==> src/rtl/p1284_negotiator.sv <==
`timescale 1ns/1ps
module p1284_negotiator #(
  parameter int PRE_W   = 8,
  parameter int SETUP_U = 1,
  parameter int RESP_U  = 6
) (
  input  logic             clk,
  input  logic             rst_n,
  input  logic [PRE_W-1:0] tick_div,
  input  logic             neg_start,
  input  logic [7:0]       neg_code,
  input  logic             term_start,
  input  logic             p_ack_n,
  input  logic             p_busy,
  input  logic             p_perror,
  input  logic             p_select,
  input  logic             p_fault_n,
  output logic             h_strobe_n,
  output logic             h_autofd_n,
  output logic             h_selin,
  output logic             h_init_n,
  output logic [7:0]       h_data,
  output logic             busy,
  output logic             done,
  output logic [2:0]       result,
  output logic [1:0]       link_mode
);
  localparam int LIM_W = $clog2(SETUP_U + RESP_U + 1);
  localparam logic [LIM_W-1:0] RESP_LAST = LIM_W'(RESP_U - 1);
  localparam logic [LIM_W-1:0] ACK_LAST  = LIM_W'(SETUP_U + RESP_U - 1);

  localparam logic [3:0] S_IDLE = 4'd0, S_SETUP = 4'd1, S_EV1 = 4'd2, S_STRB = 4'd3,
                         S_EV6 = 4'd4, S_ECP = 4'd5, S_T22 = 4'd6, S_T25 = 4'd7;
  localparam logic [2:0] R_OK = 3'd0, R_TMO = 3'd1, R_IOE = 3'd2, R_UNS = 3'd3, R_REJ = 3'd4;
  localparam logic [1:0] M_CMP = 2'd0, M_NIB = 2'd1, M_ECP = 2'd2, M_OTH = 2'd3;

  logic [3:0]       st;
  logic [PRE_W-1:0] pre;
  logic [LIM_W-1:0] units;

  wire [PRE_W-1:0] pre_last = (tick_div == '0) ? '0 : tick_div - 1'b1;
  wire tick     = (pre == pre_last);
  wire ev2_ok   = p_perror && p_select && p_fault_n && !p_ack_n;
  wire ev23_ok  = p_busy && p_fault_n && !p_ack_n;
  wire resp_end = tick && (units == RESP_LAST);
  wire ack_end  = tick && (units == ACK_LAST);

  assign busy     = (st != S_IDLE);
  assign h_init_n = 1'b1;

  always_ff @(posedge clk or negedge rst_n) begin
    if (!rst_n) begin
      st <= S_IDLE; pre <= '0; units <= '0;
      h_strobe_n <= 1'b1; h_autofd_n <= 1'b1; h_selin <= 1'b0; h_data <= '0;
      done <= 1'b0; result <= R_OK; link_mode <= M_CMP;
    end else begin
      done <= 1'b0;
      if (tick) begin
        pre <= '0;
        units <= units + 1'b1;
      end else begin
        pre <= pre + 1'b1;
      end
      case (st)
        S_IDLE: begin
          pre <= '0; units <= '0;
          if (neg_start) begin
            if (h_selin) begin
              done <= 1'b1; result <= R_REJ;
            end else begin
              h_data <= neg_code; st <= S_SETUP;
            end
          end else if (term_start) begin
            h_selin <= 1'b0; h_autofd_n <= 1'b1; h_strobe_n <= 1'b1; st <= S_T22;
          end
        end
        S_SETUP: if (tick) begin
          h_selin <= 1'b1; h_autofd_n <= 1'b0; st <= S_EV1; pre <= '0; units <= '0;
        end
        S_EV1: begin
          if (ev2_ok) begin
            h_strobe_n <= 1'b0; st <= S_STRB; pre <= '0; units <= '0;
          end else if (resp_end) begin
            st <= S_IDLE; done <= 1'b1; result <= R_TMO;
          end
        end
        S_STRB: if (tick) begin
          h_strobe_n <= 1'b1; h_autofd_n <= 1'b1; st <= S_EV6; pre <= '0; units <= '0;
        end
        S_EV6: begin
          if (p_ack_n) begin
            if (h_data == 8'h00) begin
              st <= S_IDLE; done <= 1'b1; result <= R_OK; link_mode <= M_NIB;
            end else if (!p_select) begin
              st <= S_IDLE; done <= 1'b1; result <= R_UNS;
            end else if (h_data[4]) begin
              h_autofd_n <= 1'b0; st <= S_ECP; pre <= '0; units <= '0;
            end else begin
              st <= S_IDLE; done <= 1'b1; result <= R_OK; link_mode <= M_OTH;
            end
          end else if (ack_end) begin
            st <= S_IDLE; done <= 1'b1; result <= R_IOE;
          end
        end
        S_ECP: begin
          if (p_perror) begin
            st <= S_IDLE; done <= 1'b1; result <= R_OK; link_mode <= M_ECP;
          end else if (resp_end) begin
            st <= S_IDLE; done <= 1'b1; result <= R_TMO;
          end
        end
        S_T22: begin
          if (ev23_ok) begin
            h_autofd_n <= 1'b0; st <= S_T25; pre <= '0; units <= '0;
          end else if (ack_end) begin
            st <= S_IDLE; done <= 1'b1; result <= R_IOE; link_mode <= M_CMP;
          end
        end
        S_T25: begin
          if (p_ack_n) begin
            h_autofd_n <= 1'b1; st <= S_IDLE; done <= 1'b1; result <= R_OK; link_mode <= M_CMP;
          end else if (resp_end) begin
            h_autofd_n <= 1'b1; st <= S_IDLE; done <= 1'b1; result <= R_IOE; link_mode <= M_CMP;
          end
        end
        default: st <= S_IDLE;
      endcase
    end
  end
endmodule

==> config.mk <==
export PLATFORM = sky130hd
export DESIGN_NAME = p1284_negotiator
export DESIGN_NICKNAME = d
export VERILOG_FILES = /design/src/rtl/p1284_negotiator.sv
export SDC_FILE = /design/constraint.sdc
export NUM_CORES = 1
export LEC_CHECK = 0
export ABC_AREA = 1
export BUFFER_PORTS_ARGS = -buffer_cell sky130_fd_sc_hd__buf_2
export CORE_UTILIZATION = 40
export CTS_CLUSTER_DIAMETER = 200
export DETAILED_ROUTE_END_ITERATION = 7
export PLACE_DENSITY = 0.67
export SYNTH_ARGS = -nofsm -noshare
export SYNTH_HDL_FRONTEND = slang
export SYNTH_SLANG_ARGS = --single-unit
==> constraint.sdc <==
create_clock -name clk -period 2 [get_ports clk]
set_clock_uncertainty 0.05 [all_clocks]
set_input_delay 0.3 -clock clk [delete_from_list [all_inputs] [get_ports clk]]
set_output_delay 0.3 -clock clk [all_outputs]
set_load 0.02 [all_outputs]
==> After elaboration in Yosys (flattened, before gate mapping) <==
Cells that the tools add are included.
{ "op_classes": {"addsub": 3, "eq_ne": 32, "mux": 89, "n_bitwise": 1, "reduce_logical": 25} }
{ "ops": {"columns": ["operator", "n"], "rows": [
  ["$mux 3", 24],
  ["$mux 8", 9],
  ["$mux 4", 12],
  ["$pmux 8 s5", 1],
  ["$ne 2x2->1 const B", 16],
  ["$pmux 4 s8", 1],
  ["$mux 1", 26],
  ["$mux 2", 9],
  ["$pmux 3 s6", 1],
  ["$eq 4x3->1 const B", 4],
  ["$logic_not 8->1", 2],
  ["$ne 3x3->1 const B", 5],
  ["$pmux 3 s5", 1],
  ["$pmux 1 s6", 2],
  ["$reduce_bool 6->1", 2],
  ["$reduce_and 11->1", 1],
  ["$add 8x1->8 const B", 1],
  ["$eq 4x2->1 const B", 2],
  ["$eq 8x8->1", 1],
  ["$pmux 2 s4", 1],
  ["$reduce_and 4->1", 2],
  ["$reduce_and 8->1", 1],
  ["$reduce_bool 4->1", 2],
  ["$sub 8x1->8 const B", 1],
  ["other kinds (16)", 23]
]} }
{ "totals": {"regBits": 32, "out_inout_bits": 19} }

==> Longest topological paths before layout <==
{ "depth": {"word_depth": 9, "mapped_depth": 18, "ltp_nobuf": 18} }

==> Worst setup path after synthesis <==
OpenSTA, ideal clock, no wires.
{ "synth_path": {"path_kind": "input-to-reg", "from": "input tick_div[0]", "to": "register units[0]", "arrival_ns": 1.865, "required_time_ns": 1.867, "path_slack_ns": 0.002, "stages": 13, "n_path_buf": 0, "path_cell_list": "inv_1 ha_1 nand2_1 nor2_2 nand2_4 nand3_1 nand2_1 nand2_2 nand2_4 nor2_8 nand2_4 ha_1 o21ai_0"} }
{ "synth_via": {"elab_chain_len": 9} }
{ "synth_lines": {"columns": ["element", "line", "rtl"], "rows": [
  ["from (decl)", "9", "input logic [PRE_W-1:0] tick_div,"],
  ["$sub 8x1->8 or $logic_not 8->1 (tied branches)", "41", "wire [PRE_W-1:0] pre_last = (tick_div == '0) ? '0 : tick_div - 1'b1;"],
  ["$mux 8 *", "41", null],
  ["$eq 8x8->1 *", "42", "wire tick = (pre == pre_last);"],
  ["$mux 3", "58", "if (tick) begin"],
  ["$mux 3", "96", "end else if (h_data[4]) begin"],
  ["$mux 3", "94", "end else if (!p_select) begin"],
  ["$mux 3", "92", "if (h_data == 8'h00) begin"],
  ["$mux 3", "91", "if (p_ack_n) begin"],
  ["$pmux 3 s5 *", "64", "case (st)"],
  ["to (signal assigned)", "60", "units <= units + 1'b1;"],
  ["to (decl)", "39", "logic [LIM_W-1:0] units;"]
]} }
Mark *: on every way between the ends. The rest lies on a longest branch, timed or not.
A chain may end at the register's enable or synchronous reset.

==> Worst setup path after layout <==
{ "layout_path": {"from": "input tick_div[1]", "to": "register result[0]"} }
{ "layout_via": {"elab_chain_len": 7} }
{ "layout_lines": {"columns": ["element", "line", "rtl"], "rows": [
  ["$sub 8x1->8 or $logic_not 8->1 (tied branches)", "41", null],
  ["$mux 8 *", "41", null],
  ["$eq 8x8->1 *", "42", null],
  ["$logic_and 1x1->1, on equally long branches", "46, 45", null],
  ["$mux 3", null, null],
  ["$mux 3, on equally long branches", null, null],
  ["$pmux 3 s6", null, null],
  ["to (signal assigned)", "55", "done <= 1'b0; result <= R_OK; link_mode <= M_CMP;"],
  ["to (signal assigned)", "69", "done <= 1'b1; result <= R_REJ;"],
  ["to (signal assigned)", "84", "st <= S_IDLE; done <= 1'b1; result <= R_TMO;"],
  ["to (decl)", "25", "output logic [2:0] result,"]
]} }
Mark *: on every way between the ends. The rest lies on a longest branch, timed or not. The select of a mux whose other input is x is not followed.

==> impl_metrics.tcl <==
set metrics [dict create \
    vias_per_cell 4.94 \
    crit_required_ps 2180 \
    drtAntennaViolNets 0 \
    finalMaxSlewViolations 0 \
    io_buffers 42 \
    floorplan.initialDensity 0.413 \
    drt_pass1_iterations 6 \
    grtUsageMet2 0.300 \
    min_period_ps 1870 \
    cp_num_buf_inv 3 \
    seq_power_share 0.371 \
    syn-num-nets 375 \
    die_w_microns 80.2 \
    cts_sinks 32 \
    n_antenna_cell 0 \
    switchingPower_uw 815 \
    drive_gt1_frac 0.342 \
    fmax_ghz 0.534 \
    sw_frac_of_total 0.351 \
    clk_pin_slew_ps 70 \
    grt_pass1_vias 2177 \
    wirelength_mm 5.88 \
    drv_cap 0 \
    drc_errors 1 \
    grt_pass1_wl_mm 9.72 \
    cts_tree "done" \
    hold_ws_ps 16.8 \
    cp-start-kind "input port" \
    busiest_layer "met2" \
    cp-end-kind "register" \
    cp_top_family "simple AND/OR/NAND/NOR gates" \
    violations "design-rule violations" \
    hpwl_mm 4.56 \
    dieArea_sq_um 6430 \
    clkPwrFrac 0.295 \
    worstPathCellList "buf_2 > buf_4 > nor2_2 > buf_4 > nand4_1 > nand3_1 > nand2_1 > nand2_2 > nand2_4 > nor2_8 > nand3_4 > nand2_4 > nand2_4 > a21oi_4 > nand2_1 > nand2_1" \
    grtUsageMet3 0.0273 \
    fp.dieH_microns 80.2 \
    power.density_nw_per_um2 744 \
    worst_slew_pin_slew_ps 734 \
    relSlewSlack 0.511 \
    preCtsSetupSlack_ps -248 \
    run_status "complete, but fails checks" \
    reg2reg_from "st[3]" \
    synth.distinct_cells 35 \
    clk-insertion-delay-late_ps 290 \
    grt_use_total 0.194 \
    io_pins 44 \
    finalCritPeriodShare 0.937 \
    power_leakage_uw 0.00164 \
    crit_cells 16 \
    power.internal_uw 1510 \
    cp_max_fo 5 \
    coreArea_sq_um 5920 \
    max_stage_delay_ps 180 \
    cts_max_path_buffers 2 \
    clockRootBuffer "clkbuf_8" \
    final_core_util 0.527 \
    crit_type "in -> reg" \
    synth-seq-area-share 0.329 \
    drt-initial-drc-count 144 \
    yosysWarnings 0 \
    arrival_ps 2060 \
    grt_max_degree 33 \
    ir_drop_uv 500 \
    syn-instance-count 344 \
    setup_violations 0 \
    antenna_found_initial 0 \
    setup_tns_ps 0 \
    vias 2405 \
    hold_path.class "in -> async" \
    grt-ovfl-total 0 \
    finalHoldViolCount 0 \
    area_delta_synth_final_pct 27.7 \
    drt-wirelength-per-cell_microns 12.1 \
    rows 28 \
    htree_levels 2 \
    grtUsageMet1 0.276 \
    place_congestion 0.884 \
    syn_avg_cell_area_sq_um 7.10 \
    setup_slack_ps 127 \
    fin_nets 442 \
    fillers 570 \
    startpoint "tick_div[1]" \
    synthesis.area_sq_um 2440 \
    critical-path-slowest-cell "nor2_8" \
    synth_seq_cells 32 \
    pwr-share-comb 0.334 \
    p_total_uw 2320 \
    cts_buffers 5 \
    ff2ff_path_depth 11 \
]
## cell families after synthesis
| kind of cell | Yosys count | share of synthesized area |
|---|---|---|
| adder cells (fa/ha/maj) | 6 | 0.0307 |
| flip-flops | 32 | 0.329 |
| AND/OR/NAND/NOR | 189 | 0.398 |
| buffers and inverters | 65 | 0.102 |
| AO/OA/AOI/OAI | 38 | 0.0865 |
| other | 2 | 0.00307 |
| XOR/XNOR | 5 | 0.0179 |
| multiplexers | 7 | 0.0323 |
## power groups by stage
stage	Sequential [uW]	Combinational (uW)	Clock (uW)
floorplan	960	402	0
global placement	867	729	0
detailed placement	871	741	0
CTS	860	745	703
global route	883	854	731
finish	861	776	686
## registers in the layout, summed over array words and instances (netlist names)
register	cells
done	1
h_autofd_n	1
h_data	8
h_selin	1
h_strobe_n	1
link_mode	2
pre	8
result	3
st	4
units	3
## metal layers
layer  wire (microns)  part of all wire
met2             2600              0.44
met1             2950              0.50
met5                0                 0
met3              250             0.043
met4               82             0.014
## what timing repair did
action                     in CTS  in global routing
buffers inserted                0                  2
hold buffers                    0                  0
gates resized for setup         0                 32
setup endpoints to repair       0                 29
## layout make-up
type / instances / area (sq um) / share of cell area
Sequential cell: 32 / 806 / 0.258
Timing Repair Buffer: 61 / 353 / 0.113
Clock inverter: 1 / 30.0 / 0.00962
Inverter: 64 / 243 / 0.0778
Clock buffer: 7 / 96.3 / 0.0309
Tap cell: 75 / 93.8 / 0.0301
Multi-Input combinational cell: 247 / 1500 / 0.480
## path summary, 6_finish.rpt
path	endpoint	slack, ps
max	result[0]	130
min	result[0]	20
max reg2reg	result[0]	130
min reg2reg	h_strobe_n	420
max in group asynchronous	st[3]	1360
min in group clk	h_data[5]	200
## metrics by stage
step	instance area, sq um	std cells
2_1_floorplan	2440	344
3_3_place_gp	2870	477
3_5_place_dp	2870	477
4_1_cts	2990	485
5_1_grt	3120	487
6_report	3120	487
## placed cells by master, fill, tap and decap left out, drive strengths merged
cell type	netlist	routed
xnor2	1	1
nand2	79	79
ha	6	6
nand4	7	7
nor4	1	1
conb	2	2
mux2	7	7
nand3b	1	1
bufinv	0	1
o2111ai	1	1
inv	64	64
nor3	14	14
xor2	4	4
a211oi	1	1
dfstp	2	2
dfrtp	30	30
or2	2	2
nand3	34	34
nor2	51	51
clkbuf	0	7
a31oi	1	1
buf	1	61
o21ai	20	20
o21bai	1	1
a21oi	14	14
## synthesized netlist by cell type, drive strengths merged
| master | n | share of area |
|---|---|---|
| a21oi | 14 | 0.033 |
| nor2 | 51 | 0.10 |
| nand4 | 7 | 0.018 |
| ha | 6 | 0.031 |
| nor3 | 14 | 0.029 |
| conb | 2 | 0.0031 |
| inv | 64 | 0.099 |
| nand3 | 34 | 0.091 |
| buf | 1 | 0.0031 |
| nor4 | 1 | 0.0026 |
| xor2 | 4 | 0.014 |
| nand2 | 79 | 0.15 |
| mux2 | 7 | 0.032 |
| o21bai | 1 | 0.0031 |
| o21ai | 20 | 0.041 |
| nand3b | 1 | 0.0031 |
| a211oi | 1 | 0.0031 |
| or2 | 2 | 0.0051 |
| xnor2 | 1 | 0.0036 |
| o2111ai | 1 | 0.0036 |
| dfstp | 2 | 0.022 |
| a31oi | 1 | 0.0026 |
| dfrtp | 30 | 0.31 |
(Power assumes the default switching activity.)
